`config.mk`:
```
export PLATFORM = sky130hd
export DESIGN_NAME = tmr_irq_router
export DESIGN_NICKNAME = d
export VERILOG_FILES = /design/src/rtl/tirq_pkg.sv /design/src/rtl/tirq_chan.sv /design/src/rtl/tirq_line_map.sv /design/src/rtl/tirq_msg_arb.sv /design/src/rtl/tmr_irq_router.sv
export SDC_FILE = /design/constraint.sdc
export NUM_CORES = 1
export LEC_CHECK = 0
export BUFFER_PORTS_ARGS = -buffer_cell sky130_fd_sc_hd__buf_4
export CORE_AREA = 2 2 156 158
export DETAILED_ROUTE_END_ITERATION = 8
export DIE_AREA = 0 0 158 160
export SETUP_SLACK_MARGIN = 0.2
export SYNTH_ARGS = -nofsm -noshare
export SYNTH_HDL_FRONTEND = slang
export SYNTH_SLANG_ARGS = --single-unit
```
`constraint.sdc`:
```
create_clock -name clk -period 3.3 [get_ports clk]
set_input_delay 0.165 -clock clk [delete_from_list [all_inputs] [get_ports clk]]
set_output_delay 0.165 -clock clk [all_outputs]
set_load 0.05 [all_outputs]
```
`src/rtl/tirq_pkg.sv`:
```
package tirq_pkg;
    localparam int LINES   = 32;
    localparam int LINE_W  = 5;
    localparam int WORD_W  = 32;
    localparam int DEST_W  = 2 * WORD_W;

    typedef logic [LINE_W-1:0] line_idx_t;

    localparam line_idx_t LEG_LINE_CH0 = 5'd0;
    localparam line_idx_t RTC_LINE     = 5'd8;

    typedef struct packed {
        logic      active;
        logic      level;
        logic      msg_en;
    } chan_mode_t;

    // Line selection: legacy mode pins channels 0 and 1 to fixed lines.
    function automatic line_idx_t pick_line(input int unsigned ch,
                                            input logic legacy,
                                            input line_idx_t route);
        if (legacy && ch == 0)
            return LEG_LINE_CH0;
        else if (legacy && ch == 1)
            return RTC_LINE;
        else
            return route;
    endfunction
endpackage

```
`src/rtl/tirq_chan.sv`:
```
module tirq_chan
    import tirq_pkg::*;
(
    input  logic       clk,
    input  logic       rst,
    input  chan_mode_t mode,
    input  logic       fire,
    input  logic       w1c,
    input  logic       ack_clr,
    output logic       sts,
    output logic       pulse,
    output logic       pend
);
    logic sts_q, pulse_q, pend_q, msg_en_q;
    logic fire_ok, set_lvl, set_edge, msg_rise, clr_any;

    assign fire_ok  = fire & mode.active;
    assign set_lvl  = fire_ok & ~mode.msg_en & mode.level;
    assign set_edge = fire_ok & ~mode.msg_en & ~mode.level;
    assign msg_rise = mode.msg_en & ~msg_en_q;
    assign clr_any  = w1c | ~mode.active | msg_rise | set_edge;

    always_ff @(posedge clk) begin
        if (rst) begin
            sts_q    <= 1'b0;
            pulse_q  <= 1'b0;
            pend_q   <= 1'b0;
            msg_en_q <= 1'b0;
        end else begin
            msg_en_q <= mode.msg_en;
            pulse_q  <= set_edge;
            pend_q   <= (pend_q & ~ack_clr) | (fire_ok & mode.msg_en);
            if (set_lvl)
                sts_q <= 1'b1;
            else if (clr_any)
                sts_q <= 1'b0;
        end
    end

    assign sts   = sts_q;
    assign pulse = pulse_q;
    assign pend  = pend_q;

    p_level_sets_r3: assert property (@(posedge clk) disable iff (rst)
        (fire && mode.active && !mode.msg_en && mode.level) |=> sts_q);
    p_w1c_clears_r5: assert property (@(posedge clk) disable iff (rst)
        (w1c && !fire) |=> !sts_q);
    p_disabled_clears_r6: assert property (@(posedge clk) disable iff (rst)
        !mode.active |=> !sts_q);
    p_pulse_one_clk_r4: assert property (@(posedge clk) disable iff (rst)
        pulse_q |=> (!pulse_q || $past(fire)));
    p_msg_rise_withdraws_r8: assert property (@(posedge clk) disable iff (rst)
        (mode.msg_en && !msg_en_q) |=> !sts_q);
endmodule

```
`src/rtl/tirq_line_map.sv`:
```
module tirq_line_map
    import tirq_pkg::*;
#(
    parameter int N_CH = 4
) (
    input  logic                   clk,
    input  logic                   rst,
    input  logic                   legacy,
    input  logic                   rtc_lvl,
    input  logic [N_CH-1:0]        drive,
    input  logic [N_CH*LINE_W-1:0] route,
    output logic [LINES-1:0]       lines
);
    always_comb begin
        lines = '0;
        for (int i = 0; i < N_CH; i++) begin
            if (drive[i])
                lines[pick_line(i, legacy, route[i*LINE_W +: LINE_W])] = 1'b1;
        end
        if (!legacy && rtc_lvl)
            lines[RTC_LINE] = 1'b1;
    end

    p_rtc_passes_r10: assert property (@(posedge clk) disable iff (rst)
        (!legacy && rtc_lvl) |-> lines[RTC_LINE]);
endmodule

```
`src/rtl/tirq_msg_arb.sv`:
```
module tirq_msg_arb
    import tirq_pkg::*;
#(
    parameter int N_CH = 4
) (
    input  logic                   clk,
    input  logic                   rst,
    input  logic [N_CH-1:0]        pend,
    input  logic [N_CH*DEST_W-1:0] dest,
    input  logic                   ack,
    output logic                   req,
    output logic [WORD_W-1:0]      addr,
    output logic [WORD_W-1:0]      data,
    output logic [N_CH-1:0]        ack_clr
);
    localparam int SEL_W = (N_CH > 1) ? $clog2(N_CH) : 1;

    logic [SEL_W-1:0] sel;
    logic             found;

    always_comb begin
        sel   = '0;
        found = 1'b0;
        for (int i = 0; i < N_CH; i++) begin
            if (pend[i] && !found) begin
                sel   = i[SEL_W-1:0];
                found = 1'b1;
            end
        end
    end

    assign req  = |pend;
    assign addr = dest[int'(sel)*DEST_W + WORD_W +: WORD_W];
    assign data = dest[int'(sel)*DEST_W +: WORD_W];

    always_comb begin
        ack_clr      = '0;
        ack_clr[sel] = req & ack;
    end

    p_req_holds_r9: assert property (@(posedge clk) disable iff (rst)
        (req && !ack) |=> req);
    p_single_retire_r11: assert property (@(posedge clk) disable iff (rst)
        $countones(ack_clr) <= 1);
endmodule

```
`src/rtl/tmr_irq_router.sv`:
```
module tmr_irq_router
    import tirq_pkg::*;
#(
    parameter int N_CH = 4
) (
    input  logic                   clk,
    input  logic                   rst,
    input  logic                   glb_en,
    input  logic                   legacy_en,
    input  logic                   rtc_irq_in,
    input  logic [N_CH-1:0]        ch_fire,
    input  logic [N_CH-1:0]        ch_en,
    input  logic [N_CH-1:0]        ch_level,
    input  logic [N_CH-1:0]        ch_msg_en,
    input  logic [N_CH*5-1:0]      ch_route,
    input  logic [N_CH*64-1:0]     ch_msg_dest,
    input  logic                   sts_wr,
    input  logic [N_CH-1:0]        sts_wdata,
    output logic [N_CH-1:0]        sts_rdata,
    output logic [31:0]            irq_out,
    output logic                   msg_req,
    output logic [31:0]            msg_addr,
    output logic [31:0]            msg_data,
    input  logic                   msg_ack
);
    logic [N_CH-1:0] sts, pulse, pend, ack_clr, drive;
    logic            rtc_q;

    always_ff @(posedge clk) begin
        if (rst) rtc_q <= 1'b0;
        else     rtc_q <= rtc_irq_in;
    end

    for (genvar k = 0; k < N_CH; k++) begin : g_ch
        chan_mode_t md;
        assign md.active = ch_en[k] & glb_en;
        assign md.level  = ch_level[k];
        assign md.msg_en = ch_msg_en[k];

        tirq_chan u_chan (
            .clk     (clk),
            .rst     (rst),
            .mode    (md),
            .fire    (ch_fire[k]),
            .w1c     (sts_wr & sts_wdata[k]),
            .ack_clr (ack_clr[k]),
            .sts     (sts[k]),
            .pulse   (pulse[k]),
            .pend    (pend[k])
        );
    end

    assign drive     = sts | pulse;
    assign sts_rdata = sts;

    tirq_line_map #(.N_CH(N_CH)) u_map (
        .clk     (clk),
        .rst     (rst),
        .legacy  (legacy_en),
        .rtc_lvl (rtc_q),
        .drive   (drive),
        .route   (ch_route),
        .lines   (irq_out)
    );

    tirq_msg_arb #(.N_CH(N_CH)) u_arb (
        .clk     (clk),
        .rst     (rst),
        .pend    (pend),
        .dest    (ch_msg_dest),
        .ack     (msg_ack),
        .req     (msg_req),
        .addr    (msg_addr),
        .data    (msg_data),
        .ack_clr (ack_clr)
    );
endmodule

```
# [Word level (Yosys, flattened, before mapping)]
# Cells that the tools add are included.
[totals] output_inout_bits=101 input_bits=303 regBits=17 elab_cells=161
[op_classes] addsub=1 shift=2 mux=35 n_lt_le_gt_ge=10 bitwise_logic=78 reduce_logical=18
[ops] operator="$shiftx 256x32->32" n=1
[ops] operator="$shiftx 256x9->32" n=1
[ops] operator="$mux 32" n=4
[ops] operator="$or 32x32->32" n=3
[ops] operator="$and 1x1->1" n=37
[ops] operator="$mux 5" n=6
[ops] operator="$lt 5x6->1 const B" n=4
[ops] operator="$demux 1 s5" n=4
[ops] operator="$ge 5x1->1 const B" n=4
[ops] operator="$not 1->1" n=20
[ops] operator="$mux 1" n=18
[ops] operator="$or 1x1->1" n=16
[ops] operator="$add 8x6->9 const B" n=1
[ops] operator="$logic_and 1x1->1" n=9
[ops] operator="$reduce_bool 2->1" n=4
[ops] operator="$and 4x4->4" n=1
[ops] operator="$logic_not 1->1" n=4
[ops] operator="$mux 2" n=2
[ops] operator="$or 4x4->4" n=1
[ops] operator="$reduce_or 4->1" n=1
[ops] operator="$lt 2x3->1 const B" n=1
[ops] operator="$demux 1 s2" n=1
[ops] operator="$ge 2x1->1 const B" n=1

# [Longest topological paths before layout]
[logic_depth] depth_word=18 mapped_depth=6 depth_no_buf=3

# [Modules after synthesis]
# A second synthesis with hierarchy kept.
[unflattened] hier_cells=570 area_unflattened_um2=4134.0
[modules_own_cells] mod="tirq_msg_arb" n_inst=1 area_per_inst_um2=2122.0 cells_per_inst=311 seq_area_each_um2=0.0
[modules_own_cells] mod="tirq_line_map" n_inst=1 area_per_inst_um2=1265.0 cells_per_inst=181 seq_area_each_um2=0.0
[modules_own_cells] mod="tirq_chan" n_inst=4 area_per_inst_um2=161.4 cells_per_inst=16 seq_area_each_um2=80.1
[modules_own_cells] mod="tmr_irq_router" n_inst=1 area_per_inst_um2=101.3 cells_per_inst=14 seq_area_each_um2=20.0

# [Least setup slack after synthesis]
# Ideal clock, no wire load.
[synth_path] path_type="reg2out" startpoint="register g_ch[3].u_chan.sts_q" endpoint="output port irq_out[14]" arrival_ns=1.770 stages_incl_launch_ff=5 required_time_ns=3.135 path_slack_ns=1.365 path_buffers=1 path_cell_list="dfxtp_1 > o21ba_2 > clkbuf_1 > nand2_1 > o2111ai_1"
[synth_via] elab_chain_len=2
[synth_lines] element="start, declared" line_no="tirq_chan.sv:14" rtl="logic sts_q, pulse_q, pend_q, msg_en_q;"
[synth_lines] element="start signal, assigned" line_no="tirq_chan.sv:25" rtl="sts_q <= 1'b0;"
[synth_lines] element="start signal, assigned" line_no="tirq_chan.sv:34" rtl="sts_q <= 1'b1;"
[synth_lines] element="start signal, assigned" line_no="tirq_chan.sv:36" rtl="sts_q <= 1'b0;"
[synth_lines] element="$or 4x4->4" line_no="tmr_irq_router.sv:53" rtl="assign drive = sts | pulse;"
[synth_lines] element="$mux 32" line_no="tirq_line_map.sv:17" rtl="if (drive[i])"
[synth_lines] element="end, declared" line_no="tmr_irq_router.sv:20" rtl="output logic [31:0] irq_out,"
# Every way passes these cells.

# [Worst setup path after layout]
[layout_path] startpoint="register g_ch[0].u_chan.pend_q" endpoint="output port msg_data[31]"
[layout_via] elab_chain_len=11 word_cells_on_any_way=13 cone_classes="shift (1); mux (6); reduce/logical (6)"
[layout_lines] element="start, declared" line_no="tirq_chan.sv:14"
[layout_lines] element="start signal, assigned" line_no="tirq_chan.sv:32" rtl="pend_q <= (pend_q & ~ack_clr) | (fire_ok & mode.msg_en);"
[layout_lines] element="$mux 1 (*)" line_no="tirq_msg_arb.sv:25" rtl="if (pend[i] && !found) begin"
[layout_lines] element="$logic_not 1->1" line_no="tirq_msg_arb.sv:25"
[layout_lines] element="$logic_and 1x1->1" line_no="tirq_msg_arb.sv:25"
[layout_lines] element="$mux 1" line_no="tirq_msg_arb.sv:25"
[layout_lines] element="$logic_not 1->1" line_no="tirq_msg_arb.sv:25"
[layout_lines] element="$logic_and 1x1->1" line_no="tirq_msg_arb.sv:25"
[layout_lines] element="$mux 1" line_no="tirq_msg_arb.sv:25"
[layout_lines] element="$logic_not 1->1" line_no="tirq_msg_arb.sv:25"
[layout_lines] element="$logic_and 1x1->1" line_no="tirq_msg_arb.sv:25"
[layout_lines] element="$mux 2 (*)" line_no="tirq_msg_arb.sv:25"
[layout_lines] element="$shiftx 256x9->32 (*)" line_no="tirq_msg_arb.sv:34" rtl="assign data = dest[int'(sel)*DEST_W +: WORD_W];"
[layout_lines] element="end, declared" line_no="tmr_irq_router.sv:23" rtl="output logic [31:0] msg_data,"
# Mark *: on every way between the ends. The rest lies on a longest branch, timed or not.

==> summary.md <==
| Metric | Value |
|---|---|
| Xor/xnor share of the synthesized area | 0 |
| Final setup fails | 0 |
| Max clock buf depth | 2 |
| Initial DRC Count | about 760 |
| Top cell by count, worst path | buf_4 |
| Detail Route Antenna Nets | 0 |
| Final core occ | 0.287 |
| Seq/Total Area, Yosys | 0.0957 |
| Hold-fix buffers, CTS | 0 |
| Routed WL | 26.8 mm |
| Async set-or-reset flop fraction in the synthesized netlist | 0 |
| Total gr overflow | 0 |
| CP max-delay cell | dfxtp_2 |
| Worst VDD drop | ~0.16 mV |
| Crit path arrival time | about 2400 ps |
| Worst-skew pair later-pin latency | about 240 ps |
| Initial antenna violation count | 1 |
| First-pass GRT wire length | roughly 38 mm |
| Critical path endpoint category | primary output |
| Fin nets | around 1200 |
| Yosys warns | 0 |
| CTS resizes | 0 |
| Initial Util | 0.149 |
| Crit Path Category | register to primary output |
| Max incr delay on CP | 730 ps |
| Period utilization | 0.764 |
| WL/cell | around 23 µm |
| RSZ-0062 raised after global routing | no |
| Postcts setup bufs | 0 |
| Adder-cell share of the synthesized area | 0 |
| DP HPWL | ~22 mm |
| Fin worst setup slack | around 780 ps |
| GRT met1 Usage | 0.230 |
| Final max-slew violation count | 0 |
| H-Tree Depth | 1 |
| Layout Cells excl Fill | around 1200 |
| Worst path buffer plus inverter count | 2 |
| Global Route met3 Usage | 0.0543 |
| CTS tree | yes |
| Drt pass-1 iters | 9 |
| Die Span Y | roughly 160 µm |
| Total track usage | 0.197 |
| Fill cells | approximately 2700 |
| Routed vias/inst | between 5 and 6 |
| RePlAce Congestion | 0.959 |
| # rows | 57 |
| CTS buffer count | 3 |
| P_leak | 3.13 nW |
| Outcome | finished clean |
| Max_slew headroom | 0.453 |
| Compound-cell area share of the yosys netlist | 0.451 |
| Syn Inst Count | 516 |
| Setup_tns | 0 ps |
| CP delay by family, top | flip-flops |
| Fraction of layout cells with a size suffix above 1 | 0.497 |
| Fin. Hold Viols | 0 |
| Area delta synth->final | 92.0% |
| Hold Path Class | input pin to register |
| Grt met2 use | 0.353 |
| CTS Root Cell | clkbuf_16 |
| Post-synthesis cell area | 0.00356 mm² |
| Clock Skew | between 2 and 2.5 ps |
| CTS clk-pin slew, worst paths | around 50 ps |
| Mux share of post-synthesis cell area | 0 |
| Critical Path RT | approximately 3100 ps |
| Worst-path fanout max | 57 |
| Synth Area in Simple Gates | 0.344 |
| Core box area | about 0.024 mm² |
| Die area | between 0.02 and 0.03 mm² |
| Commonest register cell after synthesis | dfxtp_1 |
| Busiest grt layer | met2 |
| Post-place setup slack | ~1000 ps |
| Synth cell types | 52 |
| Routed via count | 6192 |
| Largest net degree at the start of global routing | between 60 and 70 |
| Worst slew pin tran | just over 800 ps |
| IO Port Bufs | between 400 and 500 |
| Max Cap Viol | 0 |
| Main combinational cell family by area after synthesis | compound AO/OA/AOI/OAI gates |
| FMAX | between 300 and 400 MHz |
| DIE WIDTH | between 150 and 200 µm |
| Number of synthesized flops with an enable pin | 0 |
| Final Power | about 1.5 mW |
| Ports | between 400 and 500 |
| Mapped Nets | approximately 820 |
| Avg Cell Area, Syn | between 6 and 7 µm² |
| DRC violations left | 0 |
| Tmin final | ~2500 ps |
| Seq cells post-synth | 17 |
| Cells along the critical path | nor3b_2, buf_4, a222oi_1, nand2_1, buf_4 |
| Clock Sinks | 17 |
| Vias in the first global route | 6030 |
| Startpoint types | register |
| Pwr/cell area | 221 mW/mm² |
| Placed Cells incl. Taps | around 1200 |
-- logic make-up after synthesis --
kind of cell,after synthesis
buffers and inverters,76
DFF,17
and+or+nand+nor,219
AOI/OAI and AO/OA,204
-- per-stage QoR --
stage          cell area [µm²]  hold WS (ps)
2_1_floorplan             3560           242
3_3_place_gp              6750           346
3_5_place_dp              6750           346
4_1_cts                   6830          89.5
5_1_grt                   6830           100
6_report                  6830          90.4
-- cell usage after synthesis, types with 3 or more instances --
library cell  instances  area share
and3b_1               3      0.0074
nor2_1                7      0.0074
a222oi_1             64        0.18
o21ai_0              54       0.076
dfxtp_1              17       0.096
buf_6                 8       0.025
nor2b_1               8       0.014
nor4b_1               6       0.015
a2bb2o_1              3      0.0084
a221o_1               6       0.017
nand2_1              77       0.081
nor3_1                4      0.0056
a221oi_1              4      0.0099
inv_1                12       0.013
nand4b_1              4      0.0099
nand3b_1             13       0.027
a21oi_1               6      0.0084
nand4_1              16       0.028
o211ai_1              6       0.013
nand3_1              46       0.065
nor3b_1               8       0.017
buf_2                 7      0.0099
a21boi_0              4      0.0084
buf_4                 9       0.019
o21ai_1              10       0.014
nand2b_1              8       0.014
and3_1                3      0.0053
o21ba_2               3      0.0084
and4bb_2              4       0.014
o2111ai_1            26       0.064
a41o_1                3      0.0084
clkbuf_1             37       0.039
-- layout make-up --
cell class	count	area, µm²	share of cell area
Timing Repair Buffer	410	3100	0.454
Antenna cell	1	2.50	0.000367
Multi-Input combinational cell	423	2850	0.418
Sequential cell	17	342	0.0500
Inverter	12	45.0	0.00660
Clock buffer	4	78.8	0.0115
Tap cell	324	405	0.0594
-- report_power, final --
| part | internal, mW | switching [mW] |
|---|---|---|
| Clock | 0.164 | 0.0748 |
| Combinational | 0.428 | 0.624 |
| Sequential | 0.212 | 0.00815 |
| Total | 0.803 | 0.707 |
-- final timing paths --
kind | start | endpoint | slack, ps | cells after the start
max reg2reg | g_ch[0].u_chan.pend | g_ch[3].u_chan.pend | 1360 | 4
min | ch_level[0] | g_ch[0].u_chan.pulse | 90 | 2
max | g_ch[0].u_chan.pend | msg_data[31] | 780 | 5
min reg2reg | g_ch[2].u_chan.msg_en_q | g_ch[2].u_chan.sts | 450 | 2
-- flip-flops by register name, summed over array words and instances (netlist names) --
register / count
g_ch.u_chan.msg_en_q: 4
g_ch.u_chan.sts: 4
rtc_q: 1
g_ch.u_chan.pend: 4
g_ch.u_chan.pulse: 4
-- per-layer routing --
layer  vias up  routed length (µm)  part of all wire
li1       2837                   -                 -
met1      2943                9710              0.36
met2       372               13500              0.50
met3        40                2950              0.11
met4         0                 677             0.025
met5         -                   0                 0
-- cell usage in the layout, fill, tap and decap left out, types with 8 or more instances in the layout --
cell type / instances
nand2_1: 77
nand4_1: 16
a222oi_1: 64
o2111ai_1: 26
o21ai_0: 54
o21ai_1: 10
nand2b_1: 8
nand3_1: 46
buf_4: 408
dfxtp_1: 16
inv_1: 12
nand3b_1: 13
Power figures use the tool's default switching activity.
